`src/rtl/regmap_pkg.sv`:
```
package regmap_pkg;

   typedef enum logic {
      FILE_INT = 1'b0,
      FILE_FP  = 1'b1
   } file_sel_e;

   localparam int NUM_FILES = 2;

endpackage

```
`src/rtl/regmap_table.sv`:
```
module regmap_table #(
   parameter int ARCH_W = 5,
   parameter int ENT_W  = 10
) (
   input  logic              clk,
   input  logic              rst_n,
   input  logic              we,
   input  logic [ARCH_W-1:0] waddr,
   input  logic [ENT_W-1:0]  wdata,
   input  logic [ARCH_W-1:0] raddr,
   output logic [ENT_W-1:0]  rdata
);
   localparam int DEPTH = 1 << ARCH_W;

   logic [ENT_W-1:0] mem [DEPTH];

   always_ff @(posedge clk or negedge rst_n) begin
      if (!rst_n) begin
         for (int i = 0; i < DEPTH; i++) mem[i] <= '0;
      end else if (we) begin
         mem[waddr] <= wdata;
      end
   end

   assign rdata = mem[raddr];

endmodule

```
`src/rtl/regmap_xlate.sv`:
```
module regmap_xlate #(
   parameter int ARCH_W = 5,
   parameter int PHYS_W = 6,
   parameter int OFFS_W = 6,
   parameter int EW_W   = 2
) (
   input  logic              ent_on,
   input  logic              ent_vec,
   input  logic [EW_W-1:0]   ent_ew,
   input  logic [PHYS_W-1:0] ent_idx,
   input  logic [ARCH_W-1:0] in_reg,
   input  logic [OFFS_W-1:0] in_offs,
   output logic [PHYS_W-1:0] out_reg,
   output logic [OFFS_W-1:0] out_offs,
   output logic              out_vec,
   output logic              out_ovf,
   output logic              out_exc
);
   localparam int MAX_W = (PHYS_W > OFFS_W) ? PHYS_W : OFFS_W;
   localparam int SUM_W = MAX_W + 1;

   logic [SUM_W-1:0] sum;
   logic             is_vec;

   assign is_vec = ent_on & ent_vec;
   assign sum    = SUM_W'(ent_idx) + SUM_W'(in_offs);

   always_comb begin
      out_reg  = {{(PHYS_W-ARCH_W){1'b0}}, in_reg};
      out_offs = in_offs;
      out_ovf  = 1'b0;
      if (ent_on) begin
         if (is_vec) begin
            out_reg  = sum[PHYS_W-1:0];
            out_offs = in_offs + OFFS_W'(1);
            out_ovf  = |sum[SUM_W-1:PHYS_W];
         end else begin
            out_reg  = ent_idx;
         end
      end
   end

   assign out_vec = is_vec;
   assign out_exc = |ent_ew;

endmodule

```
`src/rtl/regmap_unit.sv`:
```
module regmap_unit
   import regmap_pkg::*;
#(
   parameter int ARCH_W = 5,
   parameter int PHYS_W = 6,
   parameter int OFFS_W = 6,
   parameter int EW_W   = 2,
   localparam int ENT_W = 2 + EW_W + PHYS_W
) (
   input  logic              clk,
   input  logic              rst_n,
   input  logic              wr_en,
   input  logic              wr_file,
   input  logic [ARCH_W-1:0] wr_idx,
   input  logic [ENT_W-1:0]  wr_data,
   input  logic              req_valid,
   input  logic              req_file,
   input  logic [ARCH_W-1:0] req_reg,
   input  logic [OFFS_W-1:0] req_offs,
   output logic              rsp_valid,
   output logic [PHYS_W-1:0] rsp_reg,
   output logic [OFFS_W-1:0] rsp_offs,
   output logic              rsp_vec,
   output logic              rsp_ovf,
   output logic              rsp_exc
);
   localparam int B_ON  = ENT_W - 1;
   localparam int B_VEC = ENT_W - 2;

   generate
      if (PHYS_W <= ARCH_W) begin : g_bad_phys
         $error("PHYS_W must exceed ARCH_W");
      end
      if (ARCH_W < 1 || OFFS_W < 1 || EW_W < 1) begin : g_bad_w
         $error("widths must be positive");
      end
   endgenerate

   logic [ENT_W-1:0] rd [NUM_FILES];

   generate
      for (genvar f = 0; f < NUM_FILES; f++) begin : g_tbl
         regmap_table #(.ARCH_W(ARCH_W), .ENT_W(ENT_W)) u_tbl (
            .clk   (clk),
            .rst_n (rst_n),
            .we    (wr_en && (wr_file == f[0])),
            .waddr (wr_idx),
            .wdata (wr_data),
            .raddr (req_reg),
            .rdata (rd[f])
         );
      end
   endgenerate

   logic [ENT_W-1:0]  ent;
   logic [PHYS_W-1:0] x_reg;
   logic [OFFS_W-1:0] x_offs;
   logic              x_vec, x_ovf, x_exc;

   assign ent = (req_file == FILE_FP) ? rd[1] : rd[0];

   regmap_xlate #(
      .ARCH_W(ARCH_W), .PHYS_W(PHYS_W), .OFFS_W(OFFS_W), .EW_W(EW_W)
   ) u_xlate (
      .ent_on   (ent[B_ON]),
      .ent_vec  (ent[B_VEC]),
      .ent_ew   (ent[PHYS_W +: EW_W]),
      .ent_idx  (ent[PHYS_W-1:0]),
      .in_reg   (req_reg),
      .in_offs  (req_offs),
      .out_reg  (x_reg),
      .out_offs (x_offs),
      .out_vec  (x_vec),
      .out_ovf  (x_ovf),
      .out_exc  (x_exc)
   );

   always_ff @(posedge clk or negedge rst_n) begin
      if (!rst_n) begin
         rsp_valid <= 1'b0;
         rsp_reg   <= '0;
         rsp_offs  <= '0;
         rsp_vec   <= 1'b0;
         rsp_ovf   <= 1'b0;
         rsp_exc   <= 1'b0;
      end else begin
         rsp_valid <= req_valid;
         if (req_valid) begin
            rsp_reg  <= x_reg;
            rsp_offs <= x_offs;
            rsp_vec  <= x_vec;
            rsp_ovf  <= x_ovf;
            rsp_exc  <= x_exc;
         end
      end
   end

endmodule

```
`config.mk`:
```
export PLATFORM = sky130hd
export DESIGN_NAME = regmap_unit
export DESIGN_NICKNAME = d
export VERILOG_FILES = /design/src/rtl/regmap_pkg.sv /design/src/rtl/regmap_table.sv /design/src/rtl/regmap_xlate.sv /design/src/rtl/regmap_unit.sv
export SDC_FILE = /design/constraint.sdc
export NUM_CORES = 1
export LEC_CHECK = 0
export CORE_MARGIN = 2
export CORE_UTILIZATION = 40
export CTS_BUF_LIST = sky130_fd_sc_hd__clkbuf_8 sky130_fd_sc_hd__clkbuf_16
export DETAILED_ROUTE_END_ITERATION = 7
export SYNTH_ARGS = -nofsm -noshare
export SYNTH_HDL_FRONTEND = slang
export SYNTH_SLANG_ARGS = --single-unit
```
`constraint.sdc`:
```
create_clock -name clk -period 4.1 [get_ports clk]
set_input_delay 0.82 -clock clk [delete_from_list [all_inputs] [get_ports clk]]
set_output_delay 0.82 -clock clk [all_outputs]
set_load 0.02 [all_outputs]
```
==> impl_summary.txt, run 1 <==
----------------------------------------------------
[Setup path]
  Crit. End Element ... flop
  CP top delay family ... compound AO/OA/AOI/OAI gates
  Critical path launch point type ... primary input
  Crit path buffers/inverters ... 3
  Most used cell along the critical path ... sky130_fd_sc_hd__a21oi_1
  CP Max Fanout ... 8
  Data arrival time of the worst path ... 4210 ps
  Largest stage delay on the critical path ... 580 ps
  Setup Crit Path Kind ... primary input to flop
  Cell at the slowest stage of the critical path ... sky130_fd_sc_hd__mux4_1
  Crit path cell chain ... clkbuf_8, mux4_1, mux2_2, o221ai_1, a31oi_1, a211oi_1, buf_4, inv_1, ha_1, a21o_1, a21oi_1, o21bai_1, a21oi_1, xnor2_1, mux2i_1, o22ai_1
  Critical Path RT ... 4590 ps

[Final layout]
  Most common cell after layout, fill and taps aside ... sky130_fd_sc_hd__dfrtp_1
  Area overhead of the layout relative to synthesis ... 14.7%
  Share of post-route cells with drive strength above 1 ... 0.469
  Leading cell types in the layout, fill and taps excluded ... sky130_fd_sc_hd__dfrtp_1, sky130_fd_sc_hd__mux2_2, sky130_fd_sc_hd__buf_4
  Cell area after layout ... 34500 sq um
  Number of flip-flops under the largest register name ... 640
  Number of nets at the end of the flow ... 2192
  Count of filler cells inserted in the layout ... 6496

[STA]
  Final critical path time including I/O delays and setup ... 3720 ps
  Worst hold slack ... 163 ps
  Setup repair after global routing missed its margin ... no
  Final worst-path setup slack ... 377 ps
  Maximum frequency from static timing analysis ... 0.269 GHz
  Slew margin rel. ... 0.182
  Post-route fraction of the period consumed by the critical path ... 0.908
  Total count of max-transition violations in the final report ... 0
  Finish-stage setup viols ... 0
  TNS Setup ... 0 ps
  Clock skew after layout ... 28.5 ps
  Slew @ Worst Pin ... 1230 ps
  Hold Fails Final Rpt ... 0

[Pwr]
  Maximum vdd drop ... 251 uV
  Static leakage power ... 0.0160 uW
  Ratio of total power to cell area ... 471 nW/um^2

[GRT]
  Maximum number of pins on one net before global-route repair ... 143
  Initial antenna violation count ... 8
  Via count of the first global-routing pass ... 19100
  First-pass GRT wire length ... 126000 um
  Congestion Overflow GR ... 0
  GR Util All Layers ... 0.217

[Floorplan]
  Horiz. Die Dim ... 278 um
  Total Die Area ... 77500 sq um
  Number of placed I/O pins ... 48
  Area of the core ... 74400 sq um
  Starting density of the core ... 0.405
  Total number of placement rows ... 100
  Vertical die dimension ... 278 um

[Logic synthesis]
  Yosys synthesis warning count ... 0
  Count of flip-flops with a built-in enable after synthesis ... 0
  Post-Synthesis Net Count ... 2069
  Synth async-reset ratio ... 1.00
  Netlist area before placement ... 30100 sq um
  Primary flip-flop cell chosen by synthesis mapping ... sky130_fd_sc_hd__dfrtp_1
  Library cells used by synthesis ... 57
  Number of standard cells after synthesis ... 2029
  Number of synthesized register bits ... 656
  Register area share after synthesis ... 0.545
  Average size of a mapped cell ... 14.8 sq um

[Min path]
  Path class of the lowest-slack min-delay path ... primary input to async pin

[Drt]
  DR vias/cell ... 5.72
  Drt first pass iters ... 7
  Vias after detailed routing ... 18200
  Post-DRT Antenna Nets ... 0
  Drt initial violations ... 1377
  Final routed DRC violation total ... 0
  Post-Route WL ... 82300 um
  Routed length per placed instance ... 25.9 um

[Placement]
  Placer congestion estimate ... 0.876
  DP Wirelength ... 54600 um
  IO Port Bufs ... 47
  Placement Cell Area ... 32300 sq um
  Setup slack after placement ... -185 ps

[Clocking]
  Root buffer cell ... sky130_fd_sc_hd__clkbuf_16
  Clock-pin slew reported for the worst setup and hold paths after clock tree synthesis ... 60 ps
  Clock tree from TritonCTS ... built
  CTS buffer count ... 71
  Setup Fix Bufs, Post-CTS ... 0
  Clock latency of the later-clocked register in the worst-skew pair ... 610 ps
  CTS H-tree depth ... 3
  Number of buffers inserted by hold repair at cts ... 0
  TritonCTS sink count ... 656
  CTS-repair resized insts ... 0
  Maximum root-to-sink buffer count ... 3

[Status]
  Outcome ... finished clean

[Flow run]
  Max-Cap Viols ... 0

----------------------------------------------------
-- routing by layer --
| layer | part of all wire | up-vias | wire, um | track usage |
|---|---|---|---|---|
| li1 | - | 7766 | - | - |
| met5 | 0.00067 | - | 55 | 0 |
| met1 | 0.46 | 9794 | 37600 | 0.317 |
| met4 | 0.020 | 10 | 1620 | 0.0549 |
| met3 | 0.064 | 111 | 5250 | 0.0385 |
| met2 | 0.46 | 481 | 37800 | 0.335 |
-- cells in the mapped netlist, types with 18 or more instances --
cell type | count | share of area
sky130_fd_sc_hd__clkbuf_1 | 88 | 0.011
sky130_fd_sc_hd__mux4_1 | 24 | 0.021
sky130_fd_sc_hd__mux2_2 | 647 | 0.24
sky130_fd_sc_hd__dfrtp_1 | 656 | 0.54
sky130_fd_sc_hd__mux4_2 | 107 | 0.080
sky130_fd_sc_hd__a211oi_1 | 21 | 0.0052
sky130_fd_sc_hd__mux2i_1 | 26 | 0.0086
sky130_fd_sc_hd__nor3_1 | 40 | 0.0066
sky130_fd_sc_hd__nor2_1 | 94 | 0.012
sky130_fd_sc_hd__buf_2 | 18 | 0.0030
sky130_fd_sc_hd__a22oi_1 | 18 | 0.0045
sky130_fd_sc_hd__nand2_1 | 52 | 0.0065
sky130_fd_sc_hd__nand3_1 | 18 | 0.0030
sky130_fd_sc_hd__a21oi_1 | 58 | 0.0096
-- cell families (layout without fill, tap and decap cells) --
group / count (synthesis) / after routing / synth area share
compound gates: 144 / 144 / 0.0325
xor+xnor: 9 / 9 / 0.00262
fa+ha+maj: 8 / 8 / 0.00357
buf+inv: 160 / 333 / 0.0272
flops: 656 / 656 / 0.545
mux: 805 / 805 / 0.352
other cells: 0 / 2 / 0
simple gates: 247 / 247 / 0.0375
-- per-stage QoR --
| stage | power, uW | cells | utilization |
|---|---|---|---|
| floorplan | 9310 | 2029 | - |
| global placement | 10100 | 3048 | 0.434 |
| detailed placement | 10200 | 3048 | 0.434 |
| CTS | 16500 | 3171 | 0.464 |
| global route | 17000 | 3171 | 0.464 |
| finish | 16300 | 3173 | 0.464 |
-- area by class of cell --
type	instances	area, sq um	share of cell area
Sequential cell	656	16400	0.475
Multi-Input combinational cell	1213	12900	0.373
Clock buffer	84	1960	0.0566
Timing Repair Buffer	195	1730	0.0501
Tap cell	969	1210	0.0351
Clock inverter	39	278	0.00804
Inverter	15	56.3	0.00163
Antenna cell	2	5.00	0.000145
-- final timing paths --
path	start	to	slack, ps	depth (start not counted)
max	req_reg[1]	rsp_reg[5]	380	16
min	rst_n	g_tbl[1].u_tbl.mem[264]	160	1
max reg2reg	g_tbl[1].u_tbl.mem[291]	rsp_reg[5]	530	15
min reg2reg	g_tbl[1].u_tbl.mem[288]	g_tbl[1].u_tbl.mem[288]	500	1
max in group asynchronous	rst_n	g_tbl[0].u_tbl.mem[237]	2680	2
min in group clk	g_tbl[1].u_tbl.mem[288]	g_tbl[1].u_tbl.mem[288]	500	1
-- where the power goes --
group	leakage (uW)	internal, uW	switching, uW
Clock	0.00118	3620	2580
Combinational	0.00611	1250	1070
Sequential	0.00870	7330	429
Total	0.0160	12200	4080
No activity file was read; power rests on OpenSTA's default activity.
==> run 2: changes to the inputs <==
--- a/config.mk
+++ b/config.mk
@@ -6,9 +6,10 @@
 export NUM_CORES = 1
 export LEC_CHECK = 0
 export CORE_MARGIN = 2
-export CORE_UTILIZATION = 40
+export CORE_UTILIZATION = 25
 export CTS_BUF_LIST = sky130_fd_sc_hd__clkbuf_8 sky130_fd_sc_hd__clkbuf_16
 export DETAILED_ROUTE_END_ITERATION = 7
+export SETUP_SLACK_MARGIN = 0.02
 export SYNTH_ARGS = -nofsm -noshare
 export SYNTH_HDL_FRONTEND = slang
 export SYNTH_SLANG_ARGS = --single-unit
==> impl_summary.txt, run 2 (same netlist as run 1, synthesis figures left out) <==
----------------------------------------------------
[Clocking]
  Clock tree from TritonCTS ... built
  CTS H-tree depth ... 3
  Root buffer cell ... sky130_fd_sc_hd__clkbuf_16
  Clock-pin slew reported for the worst setup and hold paths after clock tree synthesis ... 60 ps
  Setup Fix Bufs, Post-CTS ... 0
  Number of buffers inserted by hold repair at cts ... 0
  CTS buffer count ... 76
  CTS-repair resized insts ... 0
  Maximum root-to-sink buffer count ... 3
  TritonCTS sink count ... 656
  Clock latency of the later-clocked register in the worst-skew pair ... 630 ps

[Floorplan]
  Vertical die dimension ... 351 um
  Number of placed I/O pins ... 48
  Horiz. Die Dim ... 351 um
  Total Die Area ... 123000 sq um
  Area of the core ... 120000 sq um
  Total number of placement rows ... 127
  Starting density of the core ... 0.251

[Pwr]
  Proportion of power drawn by flip-flops and latches ... 0.462
  Net switching share of the total power ... 0.252
  P_int ... 12600 uW
  Reported net switching power ... 4230 uW
  Maximum vdd drop ... 305 uV
  Ratio of total power to cell area ... 470 nW/um^2
  Combinational group share of total power ... 0.140
  Static leakage power ... 0.0162 uW
  Clock share of power ... 0.398

[Flow run]
  Max-Cap Viols ... 0

[Drt]
  Post-DRT Antenna Nets ... 0
  DR vias/cell ... 4.71
  Post-Route WL ... 84500 um
  Routed length per placed instance ... 22.0 um
  Vias after detailed routing ... 18100
  Met2 wirelength from detailed routing ... 38400 um
  Drt first pass iters ... 5
  Top layer in use ... met5
  Amount of wire on met3 after detailed routing ... 4870 um
  Metal1 wirelength ... 39400 um
  Final routed DRC violation total ... 0
  Drt initial violations ... 1312

[STA]
  Finish-stage setup viols ... 0
  Setup repair after global routing missed its margin ... no
  Maximum frequency from static timing analysis ... 0.263 GHz
  Hold Fails Final Rpt ... 0
  Clock skew after layout ... 33.5 ps
  Total count of max-transition violations in the final report ... 0
  Post-route fraction of the period consumed by the critical path ... 0.928
  Final worst-path setup slack ... 296 ps
  Slew @ Worst Pin ... 1200 ps
  Final critical path time including I/O delays and setup ... 3800 ps
  Slew margin rel. ... 0.202

[GRT]
  First-pass GRT wire length ... 129000 um
  Via count of the first global-routing pass ... 19100
  GR Util All Layers ... 0.139
  Congestion Overflow GR ... 0
  Initial antenna violation count ... 9
  Maximum number of pins on one net before global-route repair ... 89

[Placement]
  Placement Cell Area ... 33300 sq um
  DP Wirelength ... 55700 um
  Number of placed cells counting well taps ... 3704
  IO Port Bufs ... 47
  Placer congestion estimate ... 0.844
  Setup slack after placement ... -311 ps

[Setup path]
  Critical Path RT ... 4620 ps
  Setup Crit Path Kind ... primary input to flop
  Crit. End Element ... flop
  Critical path launch point type ... primary input
  Data arrival time of the worst path ... 4330 ps
  CP Max Fanout ... 8

[Final layout]
  Count of filler cells inserted in the layout ... 12000
  Cell area after layout ... 35700 sq um
  Number of flip-flops under the largest register name ... 640
  Number of nets at the end of the flow ... 2210
  Share of post-route cells with drive strength above 1 ... 0.475
  Number of antenna repair diodes ... 0
  Final cell count without fillers ... 3837
  Leading cell types in the layout, fill and taps excluded ... sky130_fd_sc_hd__dfrtp_1, sky130_fd_sc_hd__mux2_2, sky130_fd_sc_hd__buf_4
  Most common cell after layout, fill and taps aside ... sky130_fd_sc_hd__dfrtp_1
  Area overhead of the layout relative to synthesis ... 18.6%

[Min path]
  Path class of the lowest-slack min-delay path ... primary input to async pin

[Status]
  Outcome ... finished clean

----------------------------------------------------
-- run 2: cell count changes in the layout (fill, tap and decap cells not counted), sizes merged --
cell / change
inv: -1
clkbuf: +8
clkinvlp: -1
buf: +13
diode: -2
clkinv: +4
-- run 2: final timing paths --
check,from,end,slack [ps],cells past startpoint
setup / recovery,req_reg[1],rsp_ovf,300,16
hold / removal,rst_n,g_tbl[1].u_tbl.mem[46],250,1
setup reg to reg,g_tbl[1].u_tbl.mem[50],rsp_ovf,440,15
hold reg to reg,g_tbl[0].u_tbl.mem[149],g_tbl[0].u_tbl.mem[149],500,1
max in group asynchronous,rst_n,g_tbl[1].u_tbl.mem[246],2790,2
min in group clk,g_tbl[0].u_tbl.mem[149],g_tbl[0].u_tbl.mem[149],500,1
-- run 2: final cells by class --
cell class                 count  area, sq um  area share
clock buffer                  92         2160      0.0603
clock inverter                41          318     0.00890
inverter                      15         56.3     0.00158
tap                         1612         2020      0.0565
timing repair buffer         208         1870      0.0523
multi-input combinational   1213        12900       0.361
sequential                   656        16400       0.460
-- run 2: layer usage --
metal  vias to the layer above  track usage
met2                       403        0.216
li1                       7805            -
met1                      9744        0.196
met4                        10       0.0384
met5                         -            0
met3                       106       0.0280
-- run 2: critical path: stages --
cell and delay, ps:
sky130_fd_sc_hd__clkbuf_8 160, sky130_fd_sc_hd__buf_4 160, sky130_fd_sc_hd__mux4_1 530, sky130_fd_sc_hd__mux2_2 300, sky130_fd_sc_hd__o221ai_1 300, sky130_fd_sc_hd__a31oi_1 240, sky130_fd_sc_hd__a211oi_1 300, sky130_fd_sc_hd__buf_4 190
sky130_fd_sc_hd__fa_1 200, sky130_fd_sc_hd__inv_1 60, sky130_fd_sc_hd__a21o_1 180, sky130_fd_sc_hd__a21oi_1 250, sky130_fd_sc_hd__o21bai_1 110, sky130_fd_sc_hd__a21oi_1 180, sky130_fd_sc_hd__nor2b_1 60, sky130_fd_sc_hd__mux2_2 260
-- run 2: metrics by stage --
step | util | hold WS, ps | TNS [ps] | total power, uW
4_1_cts | 0.298 | 242 | 0 | 17000
2_1_floorplan | - | 470 | 0 | 9310
3_3_place_gp | 0.278 | 480 | -575 | 10200
6_report | 0.298 | 246 | 0 | 16800
3_5_place_dp | 0.278 | 487 | -835 | 10200
5_1_grt | 0.298 | 284 | 0 | 17500
-- run 2: power groups by stage --
stage	logic, uW	clock network (uW)	registers, uW
floorplan	1580	0	7730
global placement	2320	0	7840
detailed placement	2360	0	7860
CTS	2370	6850	7750
global route	2540	7120	7860
finish	2350	6690	7750
